## config.mk

```make
export PLATFORM = sky130hd
export DESIGN_NAME = widen_shl
export DESIGN_NICKNAME = d
export VERILOG_FILES = /design/src/rtl/widen_shl_pkg.sv /design/src/rtl/widen_shl_ctrl.sv /design/src/rtl/widen_shl_dpath.sv /design/src/rtl/widen_shl.sv
export SDC_FILE = /design/constraint.sdc
export NUM_CORES = 2
export LEC_CHECK = 0
export BUFFER_PORTS_ARGS = -buffer_cell sky130_fd_sc_hd__buf_2
export CORE_AREA = 2 2 626 628
export DETAILED_ROUTE_END_ITERATION = 8
export DIE_AREA = 0 0 628 630
export PLACE_DENSITY = 0.3
export SETUP_SLACK_MARGIN = 0.05
export SLEW_MARGIN = 20
export SYNTH_ARGS = -nofsm -noshare
export SYNTH_HDL_FRONTEND = slang
export SYNTH_SLANG_ARGS = --single-unit
```

## constraint.sdc

```tcl
create_clock -name clk -period 17.6 [get_ports clk]
set_clock_uncertainty 0.1 [all_clocks]
set_input_delay 0.88 -clock clk [delete_from_list [all_inputs] [get_ports clk]]
set_output_delay 0.88 -clock clk [all_outputs]
set_load 0.1 [all_outputs]
```

## src/rtl/widen_shl_pkg.sv

```systemverilog
package widen_shl_pkg;

  typedef enum logic [1:0] {
    SEW_8   = 2'd0,
    SEW_16  = 2'd1,
    SEW_32  = 2'd2,
    SEW_BAD = 2'd3
  } sewSel_e;

  typedef struct packed {
    logic load;   // capture operands and prior destination
    logic write;  // process element at current index
  } ctlStrobe_t;

endpackage

```

## src/rtl/widen_shl_ctrl.sv

```systemverilog
module widen_shl_ctrl
  import widen_shl_pkg::*;
#(
  parameter int NUM_ELEM = 8,
  localparam int IDX_W = $clog2(NUM_ELEM + 1)
) (
  input  logic             clk,
  input  logic             rstN,
  input  logic             start,
  input  logic [1:0]       sewSel,
  input  logic [IDX_W-1:0] vstartIn,
  input  logic [IDX_W-1:0] vlIn,
  output ctlStrobe_t       strb,
  output logic [IDX_W-1:0] idx,
  output logic             done,
  output logic             illegal,
  output logic             dirty
);

  typedef enum logic {ST_IDLE, ST_RUN} ctlState_e;

  ctlState_e        state;
  logic [IDX_W-1:0] vlR;
  logic             sewBad;

  assign sewBad = (sewSel == SEW_BAD);

  always_comb begin
    strb.load  = (state == ST_IDLE) && start;
    strb.write = (state == ST_RUN) && (idx < vlR);
  end

  always_ff @(posedge clk or negedge rstN) begin
    if (!rstN) begin
      state   <= ST_IDLE;
      idx     <= '0;
      vlR     <= '0;
      done    <= 1'b0;
      illegal <= 1'b0;
      dirty   <= 1'b0;
    end else begin
      done    <= 1'b0;
      illegal <= 1'b0;
      dirty   <= 1'b0;
      case (state)
        ST_IDLE: begin
          if (start) begin
            if (sewBad) begin
              done    <= 1'b1;
              illegal <= 1'b1;
            end else begin
              state <= ST_RUN;
              idx   <= vstartIn;
              vlR   <= vlIn;
            end
          end
        end
        default: begin
          if (idx < vlR) begin
            idx <= idx + 1'b1;
          end else begin
            state <= ST_IDLE;
            idx   <= '0;
            done  <= 1'b1;
            dirty <= 1'b1;
          end
        end
      endcase
    end
  end

  AST_DONE_PULSE: assert property (@(posedge clk) disable iff (!rstN)
    done && !start |=> !done);
  AST_ILLEGAL_WITH_DONE: assert property (@(posedge clk) disable iff (!rstN)
    illegal |-> done && !dirty);
  AST_RESUME_CLEAR: assert property (@(posedge clk) disable iff (!rstN)
    done |-> idx == '0);
  AST_WRITE_ONLY_RUN: assert property (@(posedge clk) disable iff (!rstN)
    strb.write |-> !done);

endmodule

```

## src/rtl/widen_shl_dpath.sv

```systemverilog
module widen_shl_dpath
  import widen_shl_pkg::*;
#(
  parameter int NUM_ELEM = 8,
  localparam int IDX_W = $clog2(NUM_ELEM + 1),
  localparam int SRC_W = NUM_ELEM * 32,
  localparam int DST_W = NUM_ELEM * 64
) (
  input  logic             clk,
  input  logic             rstN,
  input  ctlStrobe_t       strb,
  input  logic [IDX_W-1:0] idx,
  input  logic [SRC_W-1:0] srcVec,
  input  logic [SRC_W-1:0] shVec,
  input  logic [63:0]      shScalar,
  input  logic             useScalar,
  input  logic             maskOn,
  input  logic [NUM_ELEM-1:0] maskVec,
  input  logic [1:0]       sewSel,
  input  logic [DST_W-1:0] oldDest,
  output logic [DST_W-1:0] destOut
);

  logic [SRC_W-1:0]    srcR, shR;
  logic [63:0]         scalarR;
  logic                useScalarR, maskOnR;
  logic [NUM_ELEM-1:0] maskR;
  logic [1:0]          sewR;

  logic [SRC_W-1:0]    srcShr, shShr;
  logic [NUM_ELEM-1:0] maskShr;
  logic [31:0]         elemMask;
  logic [5:0]          amtMask, amt;
  logic [63:0]         srcElem, amtRaw, dstMask, result;
  logic [DST_W-1:0]    fieldMask, fieldVal, destNext;
  logic                active;
  int unsigned         srcOff, dstOff;

  always_comb begin
    case (sewR)
      SEW_8:   begin elemMask = 32'h0000_00FF; amtMask = 6'd15; dstMask = 64'h0000_0000_0000_FFFF; end
      SEW_16:  begin elemMask = 32'h0000_FFFF; amtMask = 6'd31; dstMask = 64'h0000_0000_FFFF_FFFF; end
      default: begin elemMask = 32'hFFFF_FFFF; amtMask = 6'd63; dstMask = '1; end
    endcase
    srcOff  = 32'(idx) * (32'd8 << sewR);
    dstOff  = srcOff * 2;
    srcShr  = srcR >> srcOff;
    shShr   = shR >> srcOff;
    maskShr = maskR >> idx;
    active  = maskOnR | maskShr[0];
    srcElem = {32'b0, srcShr[31:0] & elemMask};
    amtRaw  = useScalarR ? scalarR : {32'b0, shShr[31:0] & elemMask};
    amt     = amtRaw[5:0] & amtMask;
    result  = (srcElem << amt) & dstMask;
    fieldMask = {{(DST_W-64){1'b0}}, dstMask} << dstOff;
    fieldVal  = {{(DST_W-64){1'b0}}, result} << dstOff;
    destNext  = (destOut & ~fieldMask) | fieldVal;
  end

  always_ff @(posedge clk or negedge rstN) begin
    if (!rstN) begin
      srcR       <= '0;
      shR        <= '0;
      scalarR    <= '0;
      useScalarR <= 1'b0;
      maskOnR    <= 1'b0;
      maskR      <= '0;
      sewR       <= '0;
      destOut    <= '0;
    end else if (strb.load) begin
      srcR       <= srcVec;
      shR        <= shVec;
      scalarR    <= shScalar;
      useScalarR <= useScalar;
      maskOnR    <= maskOn;
      maskR      <= maskVec;
      sewR       <= sewSel;
      destOut    <= oldDest;
    end else if (strb.write && active) begin
      destOut    <= destNext;
    end
  end

  AST_DEST_HOLD: assert property (@(posedge clk) disable iff (!rstN)
    !strb.load && !strb.write |=> $stable(destOut));
  AST_DEST_CAPTURE: assert property (@(posedge clk) disable iff (!rstN)
    strb.load |=> destOut == $past(oldDest));

endmodule

```

## src/rtl/widen_shl.sv

```systemverilog
module widen_shl
  import widen_shl_pkg::*;
#(
  parameter int NUM_ELEM = 8,
  localparam int IDX_W = $clog2(NUM_ELEM + 1),
  localparam int SRC_W = NUM_ELEM * 32,
  localparam int DST_W = NUM_ELEM * 64
) (
  input  logic                clk,
  input  logic                rstN,
  input  logic                start,
  input  logic [SRC_W-1:0]    srcVec,
  input  logic [SRC_W-1:0]    shVec,
  input  logic [63:0]         shScalar,
  input  logic                useScalar,
  input  logic                maskOn,
  input  logic [NUM_ELEM-1:0] maskVec,
  input  logic [1:0]          sewSel,
  input  logic [IDX_W-1:0]    vstartIn,
  input  logic [IDX_W-1:0]    vlIn,
  input  logic [DST_W-1:0]    oldDest,
  output logic [DST_W-1:0]    destOut,
  output logic                done,
  output logic                illegal,
  output logic                dirty,
  output logic [IDX_W-1:0]    vstartOut
);

  ctlStrobe_t       strb;
  logic [IDX_W-1:0] idx;

  widen_shl_ctrl #(.NUM_ELEM(NUM_ELEM)) u_ctrl (
    .clk(clk), .rstN(rstN), .start(start), .sewSel(sewSel),
    .vstartIn(vstartIn), .vlIn(vlIn), .strb(strb), .idx(idx),
    .done(done), .illegal(illegal), .dirty(dirty)
  );

  widen_shl_dpath #(.NUM_ELEM(NUM_ELEM)) u_dpath (
    .clk(clk), .rstN(rstN), .strb(strb), .idx(idx),
    .srcVec(srcVec), .shVec(shVec), .shScalar(shScalar),
    .useScalar(useScalar), .maskOn(maskOn), .maskVec(maskVec),
    .sewSel(sewSel), .oldDest(oldDest), .destOut(destOut)
  );

  assign vstartOut = idx;

  AST_DIRTY_WITH_DONE: assert property (@(posedge clk) disable iff (!rstN)
    dirty |-> done && vstartOut == '0);

endmodule

```

# Word-level counts from Yosys, hierarchy flattened
# Cells that the tools add are included.
# Widths: inputs -> output; s select.
dict set report op_classes {
  add_sub_neg 1
  mul 1
  n_lt_le_gt_ge 1
  eq_ne 3
  shifts 7
  mux 20
  n_bitwise 10
  n_reduce_logical 8
}
# cell count
set ops {}
lappend ops {{$mux 512} 2}
lappend ops {{$shl 64x32->512} 2}
lappend ops {{$and 512x512->512} 1}
lappend ops {{$not 512->512} 1}
lappend ops {{$or 512x512->512} 1}
lappend ops {{$shr 256x32->32} 1}
lappend ops {{$shr 256x32->6} 1}
lappend ops {{$pmux 64 s2} 1}
lappend ops {{$and 64x64->64} 1}
lappend ops {{$pmux 32 s2} 1}
lappend ops {{$shl 32x6->64} 1}
lappend ops {{$and 32x32->32} 1}
lappend ops {{$mul 4x32->32} 1}
lappend ops {{$shl 4x2->32 const A} 1}
lappend ops {{$mux 4} 4}
lappend ops {{$and 6x6->6} 2}
lappend ops {{$pmux 6 s2} 1}
lappend ops {{$mux 1} 10}
lappend ops {{$shr 8x4->1} 1}
lappend ops {{$mux 6} 1}
lappend ops {{$add 4x1->4 const B} 1}
lappend ops {{$lt 4x4->1} 1}
lappend ops {{$reduce_bool 2->1} 2}
lappend ops {{$logic_and 1x1->1} 3}
lappend ops {{8 further kinds} 9}
dict set report totals {
  regBits 1054
  in_bits 1111
  word_cells 65
}

# Logic depth before layout (Yosys ltp)
dict set report logic_depth {
  word_depth 12
  depth_mapped 30
  ltp_nobuf 20
}

# By module
# A second synthesis with hierarchy kept.
dict set report unflattened {
  cells_unflattened 6582
  area_unflattened_um2 61355.1
}
# mod instances cells_per_inst area_per_inst_um2 seq_area_each_um2
set by_module_without_submodules {}
lappend by_module_without_submodules {widen_shl_dpath 1 6527 60730.7 24473.5}
lappend by_module_without_submodules {widen_shl_ctrl 1 55 624.3 300.3}

# Worst setup path before layout
# OpenSTA, ideal clock, no wires.
dict set report synth_timing {
  kind {reg2reg}
  from {register u_dpath.sewR[0]}
  to {register u_dpath.destOut[360]}
  setup_ns 0.139
  arrival_ns 6.612
  setup_slack_ns 10.749
  stages_incl_launch_ff 28
  period_less_slack_ns 6.851
  cell_sequence {dfrtp_1 -> buf_6 -> clkbuf_1 -> clkbuf_1 -> nor2_1 -> clkbuf_1 -> nand2_1 -> fa_1 -> inv_1 -> fa_1 -> fa_1 -> and2_1 -> and4_1 -> clkbuf_1 -> buf_2 -> o21ai_1 -> clkbuf_1 -> o21ai_0 -> a32oi_1 -> nor3_1 -> a2111oi_1 -> nor4_2 -> a222oi_1 -> o221ai_2 -> a22oi_2 -> buf_4 -> and3_4 -> a211oi_2}
}
dict set report synth_via {
  elab_chain_len 12
  word_cells_on_any_way 22
}
# element line
set synth_lines {}
lappend synth_lines {{start, declared} widen_shl_dpath.sv:28} ;# logic [1:0] sewR;
lappend synth_lines {{start signal, assigned} widen_shl_dpath.sv:77} ;# sewR <= sewSel;
lappend synth_lines {{$shl 4x2->32} widen_shl_dpath.sv:45} ;# srcOff = 32'(idx) * (32'd8 << sewR);
lappend synth_lines {{$mul 4x32->32} widen_shl_dpath.sv:45}
lappend synth_lines {{$shr 256x32->6} widen_shl_dpath.sv:48} ;# shShr = shR >> srcOff;
lappend synth_lines {{$and 6x6->6} widen_shl_dpath.sv:52} ;# amtRaw = useScalarR ? scalarR : {32'b0, shShr[31:0] & elemMask};
lappend synth_lines {{$mux 6} widen_shl_dpath.sv:52}
lappend synth_lines {{$and 6x6->6} widen_shl_dpath.sv:53} ;# amt = amtRaw[5:0] & amtMask;
lappend synth_lines {{$shl 32x6->64} widen_shl_dpath.sv:54} ;# result = (srcElem << amt) & dstMask;
lappend synth_lines {{$and 64x64->64} widen_shl_dpath.sv:54}
lappend synth_lines {{$shl 64x32->512} widen_shl_dpath.sv:56} ;# fieldVal = {{(DST_W-64){1'b0}}, result} << dstOff;
lappend synth_lines {{$or 512x512->512 *} widen_shl_dpath.sv:57} ;# destNext = (destOut & ~fieldMask) | fieldVal;
lappend synth_lines {{$mux 512 *} widen_shl_dpath.sv:79} ;# end else if (strb.write && active) begin
lappend synth_lines {{$mux 512 *} widen_shl_dpath.sv:70} ;# end else if (strb.load) begin
lappend synth_lines {{end signal, assigned} widen_shl_dpath.sv:78} ;# destOut <= oldDest;
lappend synth_lines {{end signal, assigned} widen_shl_dpath.sv:80} ;# destOut <= destNext;
lappend synth_lines {{end, declared} widen_shl_dpath.sv:21} ;# output logic [DST_W-1:0] destOut
# Mark *: on every way between the ends. The rest lies on a longest branch, timed or not. The select of a mux whose other input is x is not followed.
# A chain may end at the register's enable or synchronous reset.

# Worst setup path after layout
dict set report layout_timing {
  from {register u_dpath.sewR[0]}
  to {register u_dpath.destOut[239]}
}
# The elaborated chain is that of the path after synthesis.

==> results.toml <==
[setup_path]
critical_path_class = "flip-flop to flip-flop"
cp_slowest_stage_delay_ns = 1.06
cp_max_fo = 33
cp_num_buf_inv = 4
crit_family = "adder cells"
slowest_stage = "fa_4"
crit_chain = "nor2_2 > buf_4 > nand2_1 > fa_1 > inv_1 > fa_1 > fa_4 > buf_4 > nor2b_1 > buf_4 > nand2_1 > o32ai_1 > a31oi_1 > o221a_1 > a21oi_2 > mux2i_1 > mux2i_1 > mux2i_1 > mux2i_4 > and3_1 > o21ai_0 > a21oi_1"
required_ns = 18.26
cp-start-kind = "flip-flop"
crit_arrival_ns = 10.06
cp-end-kind = "flip-flop"

[global_route]
grt_max_degree = 169
antenna_found_initial = 229
grt-ovfl-total = 0
grt_usage_pct = 25.3
grt_pass1_vias = 68252
grt_pass1_wl_um = 682000

[synthesis]
ys_ff_latch = 990
avgSynthCellArea_sq_um = 8.31
synthFlopType = "dfrtp_1"
postSynthCellCount = 7373
async_reset_ff_share_pct = 100
synth_warnings = 0
synth_fp_nets = 8504
ys_types = 121
syn_area_sq_um = 61300
synth.yosys.seq_area_share_pct = 40.4
synth_edf_count = 0

[drt]
firstDrtPassIters = 6
drc = 0
wire_per_inst_um = 37.1
antenna_left = 0
drt-total-wl_um = 522000
vias = 69368
detail_route.iter0.violations = 6665
drt-vias-per-instance = 4.93

[sta]
worst_pin_slew_ns = 1.25
min_period_ns = 9.39
rsz0062_at_grt = "no"
slew_violations = 0
fmax_mhz = 106
finalSetupViolCount = 0
post-route-period-util_pct = 53.4
max-slew-margin-rel_pct = 14.1
hold_viol_final = 0
worst_slack_ns = 8.21
tns_ns = 0

[layout]
final_nets = 9771
area_growth_pct = 31.0
layout_common_cells = "1810 x nand2_1, 1506 x buf_2, 987 x dfrtp_1, 630 x nor2_1, 554 x a21oi_1"
drive_gt1_share_pct = 27.5
utilization_pct = 20.7
mostFrequentLayoutCell = "nand2_1"

[clock_tree]
h-tree-depth = 4
clockBufferDepth = 4
cts_post_setup_buffers_inserted = 0
worstSkewPairLatency_ns = 0.88
cts_buffers = 147
cts_root_buf = "clkbuf_16"
tritoncts = "built"
cts_sinks = 990
clk_pin_slew_worst_paths_ns = 0.06
cts_repair_resize_count = 0

[placement]
dpl_worst_slack_ns = 8.26
place.gp.congestion = 0.881
io_buffers = 1507
hpwl_um = 396000

[die]
io_pins = 1630
coreArea_sq_um = 388000
initial_core_util_pct = 15.8
die_height_um = 630
die_area_sq_um = 396000
num_rows = 229
fp.dieW_um = 628

[flow_run]
cap_violations = 0

[min_path]
worstHoldPathType = "input pin to flip-flop"

[status]
status = "finished clean"
## routing by layer
layer / share of wire (%) / wire length (um) / global-route usage (%) / vias to the layer above
met4: 4.9 / 25400 / 10.4 / 30
met5: 0.038 / 197 / 0 / -
met2: 50 / 258000 / 44.4 / 3439
met3: 5.7 / 29800 / 3.98 / 890
li1: - / - / - / 29343
met1: 40 / 208000 / 30.5 / 35666
## per-stage QoR
| step | cells | cell area, sq um | hold slack [ns] |
|---|---|---|---|
| 6_report | 14079 | 80300 | 0.100 |
| 5_1_grt | 14008 | 80100 | 0.0350 |
| 3_5_place_dp | 13677 | 75100 | 0.354 |
| 4_1_cts | 13943 | 79900 | 0.0000121 |
| 3_3_place_gp | 13675 | 75000 | 0.354 |
| 2_1_floorplan | 7373 | 61300 | 0.337 |
## cells by family after synthesis
kind of cell | after synthesis | share of synthesized area, %
fa+ha+maj | 20 | 0.457
mux | 353 | 7.81
compound gates | 2108 | 24.0
xor+xnor | 2 | 0.0286
buf+inv | 675 | 5.15
flops | 990 | 40.4
simple gates | 3225 | 22.2
## repair_timing
item,4_1_cts,5_1_grt
setup endpoints to repair,0,0
hold endpoints to repair,93,0
hold buffers,10,0
## flip-flops by register name (all words and copies together), names as in the netlist, 2 cells and up
signal / flops
u_dpath.maskR: 8
u_ctrl.vlR: 4
u_ctrl.idx: 4
u_dpath.shR: 192
u_dpath.sewR: 2
u_dpath.scalarR: 6
u_dpath.destOut: 512
u_dpath.srcR: 256
## area by class of cell
cell class,instances,area [sq um]
fillers,43768,308000
multi-input cells,5708,34100
flip-flops and latches,990,24800
repair buffers,1770,9750
well taps,5197,6500
clock buffers,219,4250
clock inverters,37,493
diodes,135,338
inverters,23,93.8
## worst paths after layout
check                           startpoint              endpoint  slack [ns]  depth (start not counted)
max                        u_dpath.sewR[0]  u_dpath.destOut[239]        8.21                         22
min                            srcVec[245]     u_dpath.srcR[245]         0.1                          3
max reg2reg                u_dpath.sewR[0]  u_dpath.destOut[239]        8.21                         22
min reg2reg                u_dpath.shR[24]       u_dpath.shR[24]        0.37                          2
max in group asynchronous             rstN   u_dpath.destOut[61]       12.85                          7
min in group asynchronous             rstN      u_dpath.shR[195]        0.48                          2
## worst register-to-register path: stages, from the launching register on
cell     delay [ns]
dfrtp_2        0.54
nor2_2         0.17
buf_4          0.30
nand2_1        0.14
fa_1           0.49
inv_1          0.05
fa_1           0.48
fa_4           1.06
buf_4          0.58
nor2b_1        0.26
buf_4          0.27
nand2_1        0.68
o32ai_1        0.36
a31oi_1        0.21
o221a_1        0.37
a21oi_2        0.36
mux2i_1        0.14
mux2i_1        0.73
mux2i_1        0.33
mux2i_4        0.43
and3_1         0.75
o21ai_0        0.29
a21oi_1        0.20
## synth_stat cells, types with 63 or more instances
library cell / instances / share of area, %
a211oi_1: 96 / 1.2
a21oi_1: 561 / 4.6
a221oi_1: 113 / 1.6
a22oi_1: 111 / 1.4
buf_2: 91 / 0.74
clkbuf_1: 448 / 2.7
dfrtp_1: 990 / 40
mux2i_1: 206 / 3.4
mux4_2: 82 / 3.0
nand2_1: 1829 / 11
nand2b_1: 68 / 0.69
nand3_1: 69 / 0.56
nor2_1: 661 / 4.0
nor3_1: 352 / 2.9
o21a_1: 71 / 0.87
o21ai_0: 327 / 2.7
o21ai_1: 67 / 0.55
o221a_2: 63 / 1.2
o22ai_1: 98 / 1.0
or3_1: 89 / 0.91
Power is left out: the tool's default activity adds up to more than one toggle a clock period on the data nets, which glitch-free logic cannot reach.
